## src/rtl/lcd_regfile_pkg.sv

```systemverilog
package lcd_regfile_pkg;

  localparam int LCD_DW    = 32;
  localparam int NUM_REGS  = 13;
  localparam int IDX_W     = $clog2(NUM_REGS);
  localparam int NUM_PLAIN = 9;   // indices below this are plain masked words

  // register indices
  localparam int RI_CTL0 = 0;
  localparam int RI_CTL1 = 1;
  localparam int RI_CTL2 = 2;
  localparam int RI_CTL3 = 3;
  localparam int RI_CTL4 = 4;
  localparam int RI_ADR0 = 5;
  localparam int RI_ADR1 = 6;
  localparam int RI_ADR2 = 7;
  localparam int RI_DITH = 8;
  localparam int RI_PND  = 9;
  localparam int RI_SRC  = 10;
  localparam int RI_MSK  = 11;
  localparam int RI_SEL  = 12;

  // field geometry
  localparam int EN_BIT     = 0;
  localparam int BPP_LSB    = 1;
  localparam int BPP_W      = 4;
  localparam int FMT_BIT    = 11;
  localparam int ORD_BIT    = 12;
  localparam int HGT_LSB    = 14;
  localparam int HGT_FW     = 10;
  localparam int WID_LSB    = 8;
  localparam int WID_FW     = 11;
  localparam int HGT_W      = HGT_FW + 1;
  localparam int WID_W      = WID_FW + 1;
  localparam int INT_W      = 2;
  localparam int MSK_W      = 3;
  localparam int SEL_W      = 2;
  localparam int FSYNC_BIT  = 1;

  function automatic logic [11:0] regOffset(input int idx);
    case (idx)
      RI_CTL0: return 12'h000;
      RI_CTL1: return 12'h004;
      RI_CTL2: return 12'h008;
      RI_CTL3: return 12'h00C;
      RI_CTL4: return 12'h010;
      RI_ADR0: return 12'h014;
      RI_ADR1: return 12'h018;
      RI_ADR2: return 12'h01C;
      RI_DITH: return 12'h04C;
      RI_PND:  return 12'h054;
      RI_SRC:  return 12'h058;
      RI_MSK:  return 12'h05C;
      default: return 12'h060;
    endcase
  endfunction

  function automatic logic [LCD_DW-1:0] regWrMask(input int idx);
    case (idx)
      RI_CTL0: return LCD_DW'((64'd1 << 18) - 1);
      RI_CTL3: return LCD_DW'((64'd1 << 16) - 1);
      RI_CTL4: return LCD_DW'((64'd1 << 13) - 1);
      default: return '1;
    endcase
  endfunction

  typedef struct packed {
    logic [NUM_REGS-1:0] wrHot;
    logic                rdFire;
    logic                rdMiss;
    logic [IDX_W-1:0]    rdIdx;
  } lcd_strobe_t;

endpackage

```

## src/rtl/lcd_regfile_ctrl.sv

```systemverilog
module lcd_regfile_ctrl
  import lcd_regfile_pkg::*;
#(
  parameter int ADDR_W = 8
) (
  input  logic              busWrEn,
  input  logic              busRdEn,
  input  logic [ADDR_W-1:0] busAddr,
  output lcd_strobe_t       strobe
);

  logic [NUM_REGS-1:0] hit;
  logic [IDX_W-1:0]    hitIdx;

  for (genvar i = 0; i < NUM_REGS; i++) begin : g_dec
    localparam logic [11:0] OFS = regOffset(i);
    assign hit[i] = (busAddr == ADDR_W'(OFS));
  end

  always_comb begin
    hitIdx = '0;
    for (int i = 0; i < NUM_REGS; i++) begin
      if (hit[i]) hitIdx = IDX_W'(i);
    end
  end

  always_comb begin
    strobe.wrHot  = hit & {NUM_REGS{busWrEn}};
    strobe.rdFire = busRdEn & (|hit);
    strobe.rdMiss = busRdEn & ~(|hit);
    strobe.rdIdx  = hitIdx;
  end

endmodule

```

## src/rtl/lcd_regfile_dp.sv

```systemverilog
module lcd_regfile_dp
  import lcd_regfile_pkg::*;
(
  input  logic              clk,
  input  logic              rstN,
  input  lcd_strobe_t       strobe,
  input  logic [LCD_DW-1:0] busWrData,
  input  logic              frameDone,
  output logic [LCD_DW-1:0] busRdData,
  output logic              busRdErr,
  output logic              irq,
  output logic              dispEnable,
  output logic [BPP_W-1:0]  bppCode,
  output logic              palette565,
  output logic              msbFirst,
  output logic [WID_W-1:0]  activeWidth,
  output logic [HGT_W-1:0]  activeHeight
);

  logic [NUM_PLAIN-1:0][LCD_DW-1:0] plainVal;
  logic [NUM_REGS-1:0][LCD_DW-1:0]  readVal;

  // plain masked word registers
  for (genvar i = 0; i < NUM_PLAIN; i++) begin : g_plain
    localparam logic [LCD_DW-1:0] WMASK = regWrMask(i);
    logic [LCD_DW-1:0] q;
    always_ff @(posedge clk) begin
      if (!rstN)                 q <= '0;
      else if (strobe.wrHot[i])  q <= busWrData & WMASK;
    end
    assign plainVal[i] = q;
    assign readVal[i]  = q;
  end

  // interrupt and selection registers
  logic [INT_W-1:0] pndQ, srcQ, pndN, srcN;
  logic [MSK_W-1:0] mskQ, mskN;
  logic [SEL_W:0]   selQ;

  always_comb begin
    srcN = strobe.wrHot[RI_SRC] ? busWrData[INT_W-1:0] : srcQ;
    if (frameDone) srcN[FSYNC_BIT] = 1'b1;
    mskN = strobe.wrHot[RI_MSK] ? busWrData[MSK_W-1:0] : mskQ;
    pndN = (strobe.wrHot[RI_PND] ? busWrData[INT_W-1:0] : pndQ)
         | (srcN & ~mskN[INT_W-1:0]);
  end

  always_ff @(posedge clk) begin
    if (!rstN) begin
      pndQ <= '0;
      srcQ <= '0;
      mskQ <= '0;
      selQ <= '0;
    end else begin
      pndQ <= pndN;
      srcQ <= srcN;
      mskQ <= mskN;
      if (strobe.wrHot[RI_SEL]) selQ <= {1'b1, busWrData[SEL_W-1:0]};
    end
  end

  assign readVal[RI_PND] = LCD_DW'(pndQ);
  assign readVal[RI_SRC] = LCD_DW'(srcQ);
  assign readVal[RI_MSK] = LCD_DW'(mskQ);
  assign readVal[RI_SEL] = LCD_DW'(selQ);

  assign irq = |pndQ;

  // read return path
  always_ff @(posedge clk) begin
    if (!rstN) begin
      busRdData <= '0;
      busRdErr  <= 1'b0;
    end else begin
      busRdErr <= strobe.rdMiss;
      if (strobe.rdFire && (int'(strobe.rdIdx) < NUM_REGS))
        busRdData <= readVal[strobe.rdIdx];
      else
        busRdData <= '0;
    end
  end

  // decoded configuration
  assign dispEnable   = plainVal[RI_CTL0][EN_BIT];
  assign bppCode      = plainVal[RI_CTL0][BPP_LSB +: BPP_W];
  assign palette565   = plainVal[RI_CTL4][FMT_BIT];
  assign msbFirst     = plainVal[RI_CTL4][ORD_BIT];
  assign activeHeight = HGT_W'(plainVal[RI_CTL1][HGT_LSB +: HGT_FW]) + HGT_W'(1);
  assign activeWidth  = WID_W'(plainVal[RI_CTL2][WID_LSB +: WID_FW]) + WID_W'(1);


  frame_sync_chk: assert property (@(posedge clk) disable iff (!rstN)
    $past(frameDone) |-> srcQ[FSYNC_BIT]);


  pend_sticky_chk: assert property (@(posedge clk) disable iff (!rstN)
    (irq && !strobe.wrHot[RI_PND]) |=> irq);


  sel_force_chk: assert property (@(posedge clk) disable iff (!rstN)
    $past(strobe.wrHot[RI_SEL]) |-> selQ[SEL_W]);


  rd_err_pulse_chk: assert property (@(posedge clk) disable iff (!rstN)
    busRdErr |-> ($past(strobe.rdMiss) && busRdData == '0));


  cfg_hold_chk: assert property (@(posedge clk) disable iff (!rstN)
    !$past(strobe.wrHot[RI_CTL0]) |-> ($stable(dispEnable) && $stable(bppCode)));

endmodule

```

## src/rtl/lcd_regfile.sv

```systemverilog
module lcd_regfile
  import lcd_regfile_pkg::*;
#(
  parameter int ADDR_W = 8
) (
  input  logic              clk,
  input  logic              rstN,
  input  logic              busWrEn,
  input  logic              busRdEn,
  input  logic [ADDR_W-1:0] busAddr,
  input  logic [31:0]       busWrData,
  output logic [31:0]       busRdData,
  output logic              busRdErr,
  input  logic              frameDone,
  output logic              irq,
  output logic              dispEnable,
  output logic [3:0]        bppCode,
  output logic              palette565,
  output logic              msbFirst,
  output logic [11:0]       activeWidth,
  output logic [10:0]       activeHeight
);

  lcd_strobe_t strobe;

  lcd_regfile_ctrl #(.ADDR_W(ADDR_W)) ctrl_i (
    .busWrEn (busWrEn),
    .busRdEn (busRdEn),
    .busAddr (busAddr),
    .strobe  (strobe)
  );

  lcd_regfile_dp dp_i (
    .clk          (clk),
    .rstN         (rstN),
    .strobe       (strobe),
    .busWrData    (busWrData),
    .frameDone    (frameDone),
    .busRdData    (busRdData),
    .busRdErr     (busRdErr),
    .irq          (irq),
    .dispEnable   (dispEnable),
    .bppCode      (bppCode),
    .palette565   (palette565),
    .msbFirst     (msbFirst),
    .activeWidth  (activeWidth),
    .activeHeight (activeHeight)
  );

endmodule

```

## config.mk

```make
export PLATFORM = sky130hd
export DESIGN_NAME = lcd_regfile
export DESIGN_NICKNAME = d
export VERILOG_FILES = /design/src/rtl/lcd_regfile_pkg.sv /design/src/rtl/lcd_regfile_ctrl.sv /design/src/rtl/lcd_regfile_dp.sv /design/src/rtl/lcd_regfile.sv
export SDC_FILE = /design/constraint.sdc
export NUM_CORES = 1
export LEC_CHECK = 0
export ABC_AREA = 0
export BUFFER_PORTS_ARGS = -buffer_cell sky130_fd_sc_hd__buf_2
export CORE_AREA = 2 2 229 231
export CTS_CLUSTER_SIZE = 14
export DETAILED_ROUTE_END_ITERATION = 8
export DIE_AREA = 0 0 231 233
export PLACE_DENSITY = 0.51
export SKIP_LAST_GASP = 1
export SLEW_MARGIN = 5
export SYNTH_ARGS = -nofsm -noshare
export SYNTH_HDL_FRONTEND = slang
export SYNTH_SLANG_ARGS = --single-unit
export TNS_END_PERCENT = 1
```

## constraint.sdc

```tcl
create_clock -name clk -period 2.7 [get_ports clk]
set_clock_uncertainty 0.2 [all_clocks]
set_input_delay 0.135 -clock clk [delete_from_list [all_inputs] [get_ports clk]]
set_output_delay 0.135 -clock clk [all_outputs]
set_load 0.01 [all_outputs]
```

==> summary by stage <==
Global routing
Entering global routing, the biggest net connects 250 pins. The global-route track usage on met3 is 2.17%. Global routing consumed, over all layers together, 15.6% of the routing resources. The global-route wire length before repair is 64300 um. The total grt overflow is 0. For this run, global-route usage on met2 was measured as between 20% and 30%.

For met1 alone, demand over resource in global routing was a little over a fifth. The highest-utilization routing layer at the global route stage is met2. The initial antenna violation count is 0. The via count of the first global-routing pass is 10500.

CTS
No sink is reached through more buffers than the 3 on the longest clock path. The number of buffers inserted for hold repair after clock tree synthesis is 38. The setup fix buffers added after clock tree synthesis is 0. After clock tree synthesis, the repair step resized 0 gates. In this run the clock root is driven by a sky130_fd_sc_hd__clkbuf_16. The number of buffers created by CTS is 34. The insertion delay to the later sink of the worst-skew pair is 0.52 ns.

The deepest level of the CTS H-tree is 2. The clock tree from TritonCTS is done. Clock-pin slew was measured on the worst setup and hold paths at 0.06 ns. The clock drives between 200 and 300 sinks.

Drt
The average vias per placed instance is approximately 4.7. The via total after detailed routing is 10700. The count of antenna-violating nets left after detailed routing is 0. The detailed-router iteration count before antenna repair is 6. The average routed wire per standard cell is 18.7 um.

The post-detailed-route DRC marker count is 0. The detailed router finished its first iteration with 793 violations. The final layout contains routed wiring with a total length of 42500 um.

Synthesis
Sequential elements use approximately 44% of the synthesized area. The cell area after synthesis is 12700 um^2. Synthesis inferred 282 register bits. The distinct cell type count of the synthesized netlist is 57. The number of enable-type register cells in the synthesized netlist is 0. The dominant synthesized flop cell is sky130_fd_sc_hd__dfxtp_1. Counting every instance in the synthesized netlist gives roughly 1500. The number of nets in the synthesized netlist is 1510. The total number of yosys warnings is 0.

The post-synthesis area per instance is 8.68 um^2. The fraction of synthesis flops using an asynchronous set or reset pin is 0%.

Setup path
The cell repeated most along the worst path is sky130_fd_sc_hd__nand3_1. The required time at the endpoint of the critical path is between 2 and 2.5 ns. The endpoint class of the critical path is a primary output. STA classifies the critical path startpoint as a register.

The startpoint of the lowest-slack register-to-register path is dp_i.g_plain[2].q[14]. In this run the worst path has a maximum fanout of 8. For the worst flop-to-flop path, the logic depth is 5. The worst setup path is of the reg2out kind. The data arrival time of the critical path is around 2.1 ns. In this run the critical register-to-register path is captured at dp_i.busRdData[14]. The largest incremental delay on the critical path is 0.58 ns.

The register-to-register path setup slack is 1.19 ns. The slowest stage of the critical path is the sky130_fd_sc_hd__dfxtp_1 cell. Walking the worst path, the cells encountered are nand3_1, nor2_1, nand3_1, xnor2_1, buf_2.

Place
After detailed placement, the total cell area comes to 14100 um^2. The global placement routability congestion is 0.820. The number of placed cells counting well taps is 2179.

The number of buffers added on ports is 108. The post-detailed-placement half-perimeter wirelength is 27000 um.

Pwr
For this design the static power due to leakage is 5.43 nW. The power after layout is between 9 and 10 mW. Across the VDD grid, the largest voltage drop is roughly 330 uV. The power density over the cells is between 500 and 600 nW/um^2.

Floorplan
The cell row count is 83. The floorplan step defined a die boundary enclosing 53800 um^2. The die height is 233 um. The horizontal extent of the die is 231 um. In this run the count of I/O pins placed on the die edge is 109. The starting density of the core is 24.9%. The core region is 51100 um^2.

Worst hold path
The worst hold path begins at busAddr[0]. Counting instances, the worst hold path has a depth of 5. The worst hold path terminates at dp_i.g_plain[5].q[1]. The path class of the lowest-slack min-delay path is in2reg.

Timing
For the pin with the worst max-slew slack, the measured transition is 1.23 ns. The headroom to the max-slew limit is a little under a fifth. The number of failing setup endpoints in the final timing report is 0. The final worst-path cycle share is 91.8%. The number of max-slew violations in the final report is 0. The final number of hold-violating endpoints was 0. Summed over all failing endpoints, the final setup total negative slack is 0 ns. The final period demand of the worst path is 2.48 ns. The worst hold slack across all endpoints is roughly 0.039 ns. Setup repair after global routing left no endpoint under its margin. The maximum clock frequency is 0.403 GHz.

Cells and area
Relative to the synthesized area, the layout overhead comes to 23.1%. For this run, the number of standard cells in the final layout without fillers is between 2000 and 2500. The fill cell instance count of the final layout is 5365.

The share of layout cells above drive strength 1 is 17.6%. Summing all non-filler instances in the final layout gives an area of 15600 um^2. At the end of the flow, the number of nets in the layout was 1620.

Status
The run finished with clean final reports.

Job
The number of maximum-capacitance violations is 0.
-- synthesized netlist by cell type, types with 6 or more instances --
library cell                number  share of area [%]
sky130_fd_sc_hd__nand2_1       416                 12
sky130_fd_sc_hd__dfxtp_1       282                 44
sky130_fd_sc_hd__a21boi_0      190                 11
sky130_fd_sc_hd__clkbuf_1       92                2.7
sky130_fd_sc_hd__mux2i_1        73                5.8
sky130_fd_sc_hd__nor2b_1        58                2.9
sky130_fd_sc_hd__mux2_2         45                4.0
sky130_fd_sc_hd__a22oi_1        39                2.3
sky130_fd_sc_hd__a22o_1         34                2.3
sky130_fd_sc_hd__nand3_1        31                1.2
sky130_fd_sc_hd__buf_2          22               0.87
sky130_fd_sc_hd__nor2_1         20               0.59
sky130_fd_sc_hd__o21ai_0        13               0.51
sky130_fd_sc_hd__nor3_1         12               0.47
sky130_fd_sc_hd__o211ai_1       11               0.65
sky130_fd_sc_hd__a21oi_1        10               0.39
sky130_fd_sc_hd__o2bb2ai_1      10               0.69
sky130_fd_sc_hd__xnor2_1        10               0.69
sky130_fd_sc_hd__buf_4           8               0.47
sky130_fd_sc_hd__and3_1          7               0.34
sky130_fd_sc_hd__xor2_1          7               0.48
sky130_fd_sc_hd__buf_1           6               0.18
sky130_fd_sc_hd__nand2b_1        6               0.30
sky130_fd_sc_hd__or3_1           6               0.30
-- metrics by stage --
| step | util, % | worst slack (ns) |
|---|---|---|
| after floorplan | - | 0.559 |
| after global placement | 27.7 | 0.350 |
| after CTS | 30.6 | 0.242 |
| after detailed placement | 27.7 | 0.339 |
| after global routing | 30.6 | 0.0725 |
| final | 30.6 | 0.221 |
-- placed cells by master (no fill, tap or decap), types with 8 or more instances in the layout --
| master | count |
|---|---|
| sky130_fd_sc_hd__nand2_1 | 416 |
| sky130_fd_sc_hd__dfxtp_1 | 282 |
| sky130_fd_sc_hd__a21boi_0 | 190 |
| sky130_fd_sc_hd__buf_2 | 107 |
| sky130_fd_sc_hd__mux2i_1 | 73 |
| sky130_fd_sc_hd__nor2b_1 | 57 |
| sky130_fd_sc_hd__buf_4 | 46 |
| sky130_fd_sc_hd__mux2_2 | 45 |
| sky130_fd_sc_hd__a22oi_1 | 39 |
| sky130_fd_sc_hd__dlygate4sd3_1 | 38 |
| sky130_fd_sc_hd__clkbuf_16 | 35 |
| sky130_fd_sc_hd__a22o_1 | 34 |
| sky130_fd_sc_hd__nand3_1 | 31 |
| sky130_fd_sc_hd__nor2_1 | 16 |
| sky130_fd_sc_hd__o21ai_0 | 13 |
| sky130_fd_sc_hd__o211ai_1 | 11 |
| sky130_fd_sc_hd__buf_12 | 11 |
| sky130_fd_sc_hd__a21oi_1 | 10 |
| sky130_fd_sc_hd__o2bb2ai_1 | 10 |
| sky130_fd_sc_hd__xnor2_1 | 10 |
| sky130_fd_sc_hd__nor3_1 | 9 |
| sky130_fd_sc_hd__clkbuf_1 | 8 |
| sky130_fd_sc_hd__clkbuf_8 | 8 |
-- cell type report --
cell class,instances,area (um^2),share of cell area (%)
Multi-Input combinational cell,1050,6520,41.7
Inverter,2,7.51,0.0480
Clock inverter,7,88.8,0.569
Tap cell,680,851,5.44
Timing Repair Buffer,203,1490,9.55
Antenna cell,1,2.50,0.0160
Sequential cell,282,5650,36.1
Clock buffer,51,1020,6.50
-- worst max-delay path, delay by kind of cell, from the launching register on --
kind / cells / cell delay (ns)
xor+xnor: 1 / 0.16
buf+inv: 1 / 0.15
flops: 1 / 0.58
simple gates: 3 / 0.73
-- per-layer routing --
metal  up-vias  share of wire, %
met1      5140                46
met2       329                46
li1       5220                 -
met3        59               5.5
met5         -                 0
met4         0               2.3
-- worst max path at each step --
stage,startpoint,end,slack (ns),cells past startpoint
after floorplan,busAddr[3],dp_i.busRdData[14],0.56,8
after global placement,busAddr[1],dp_i.busRdData[2],0.35,7
after CTS,dp_i.g_plain[1].q[16],activeHeight[7],0.24,5
final,dp_i.g_plain[1].q[16],activeHeight[7],0.22,5
after detailed placement,busAddr[1],dp_i.busRdData[18],0.34,8
after global routing,dp_i.g_plain[1].q[16],activeHeight[7],0.07,5
-- sequential cells by signal, indices dropped and copies added (netlist names) --
signal and flops:
dp_i.g_plain.q 239, dp_i.pndQ 2, dp_i.busRdErr 1, dp_i.mskQ 3, dp_i.srcQ 2, dp_i.busRdData 32
dp_i.selQ 3
-- where the power goes --
part / total, mW / leakage, nW / switching, mW / internal (mW)
combinational: 0.420 / 2.62 / 0.252 / 0.168
sequential: 4.17 / 2.27 / 0.00467 / 4.17
clock: 4.55 / 0.547 / 1.77 / 2.78
-- logic make-up after synthesis --
logic type | Yosys count | synth area share (%)
simple gates | 578 | 20.1
compound gates | 334 | 19.9
flops | 282 | 44.5
buf+inv | 131 | 4.39
mux | 118 | 9.75
xor+xnor | 17 | 1.17
fa+ha+maj | 3 | 0.276
Power figures use the tool's default switching activity.
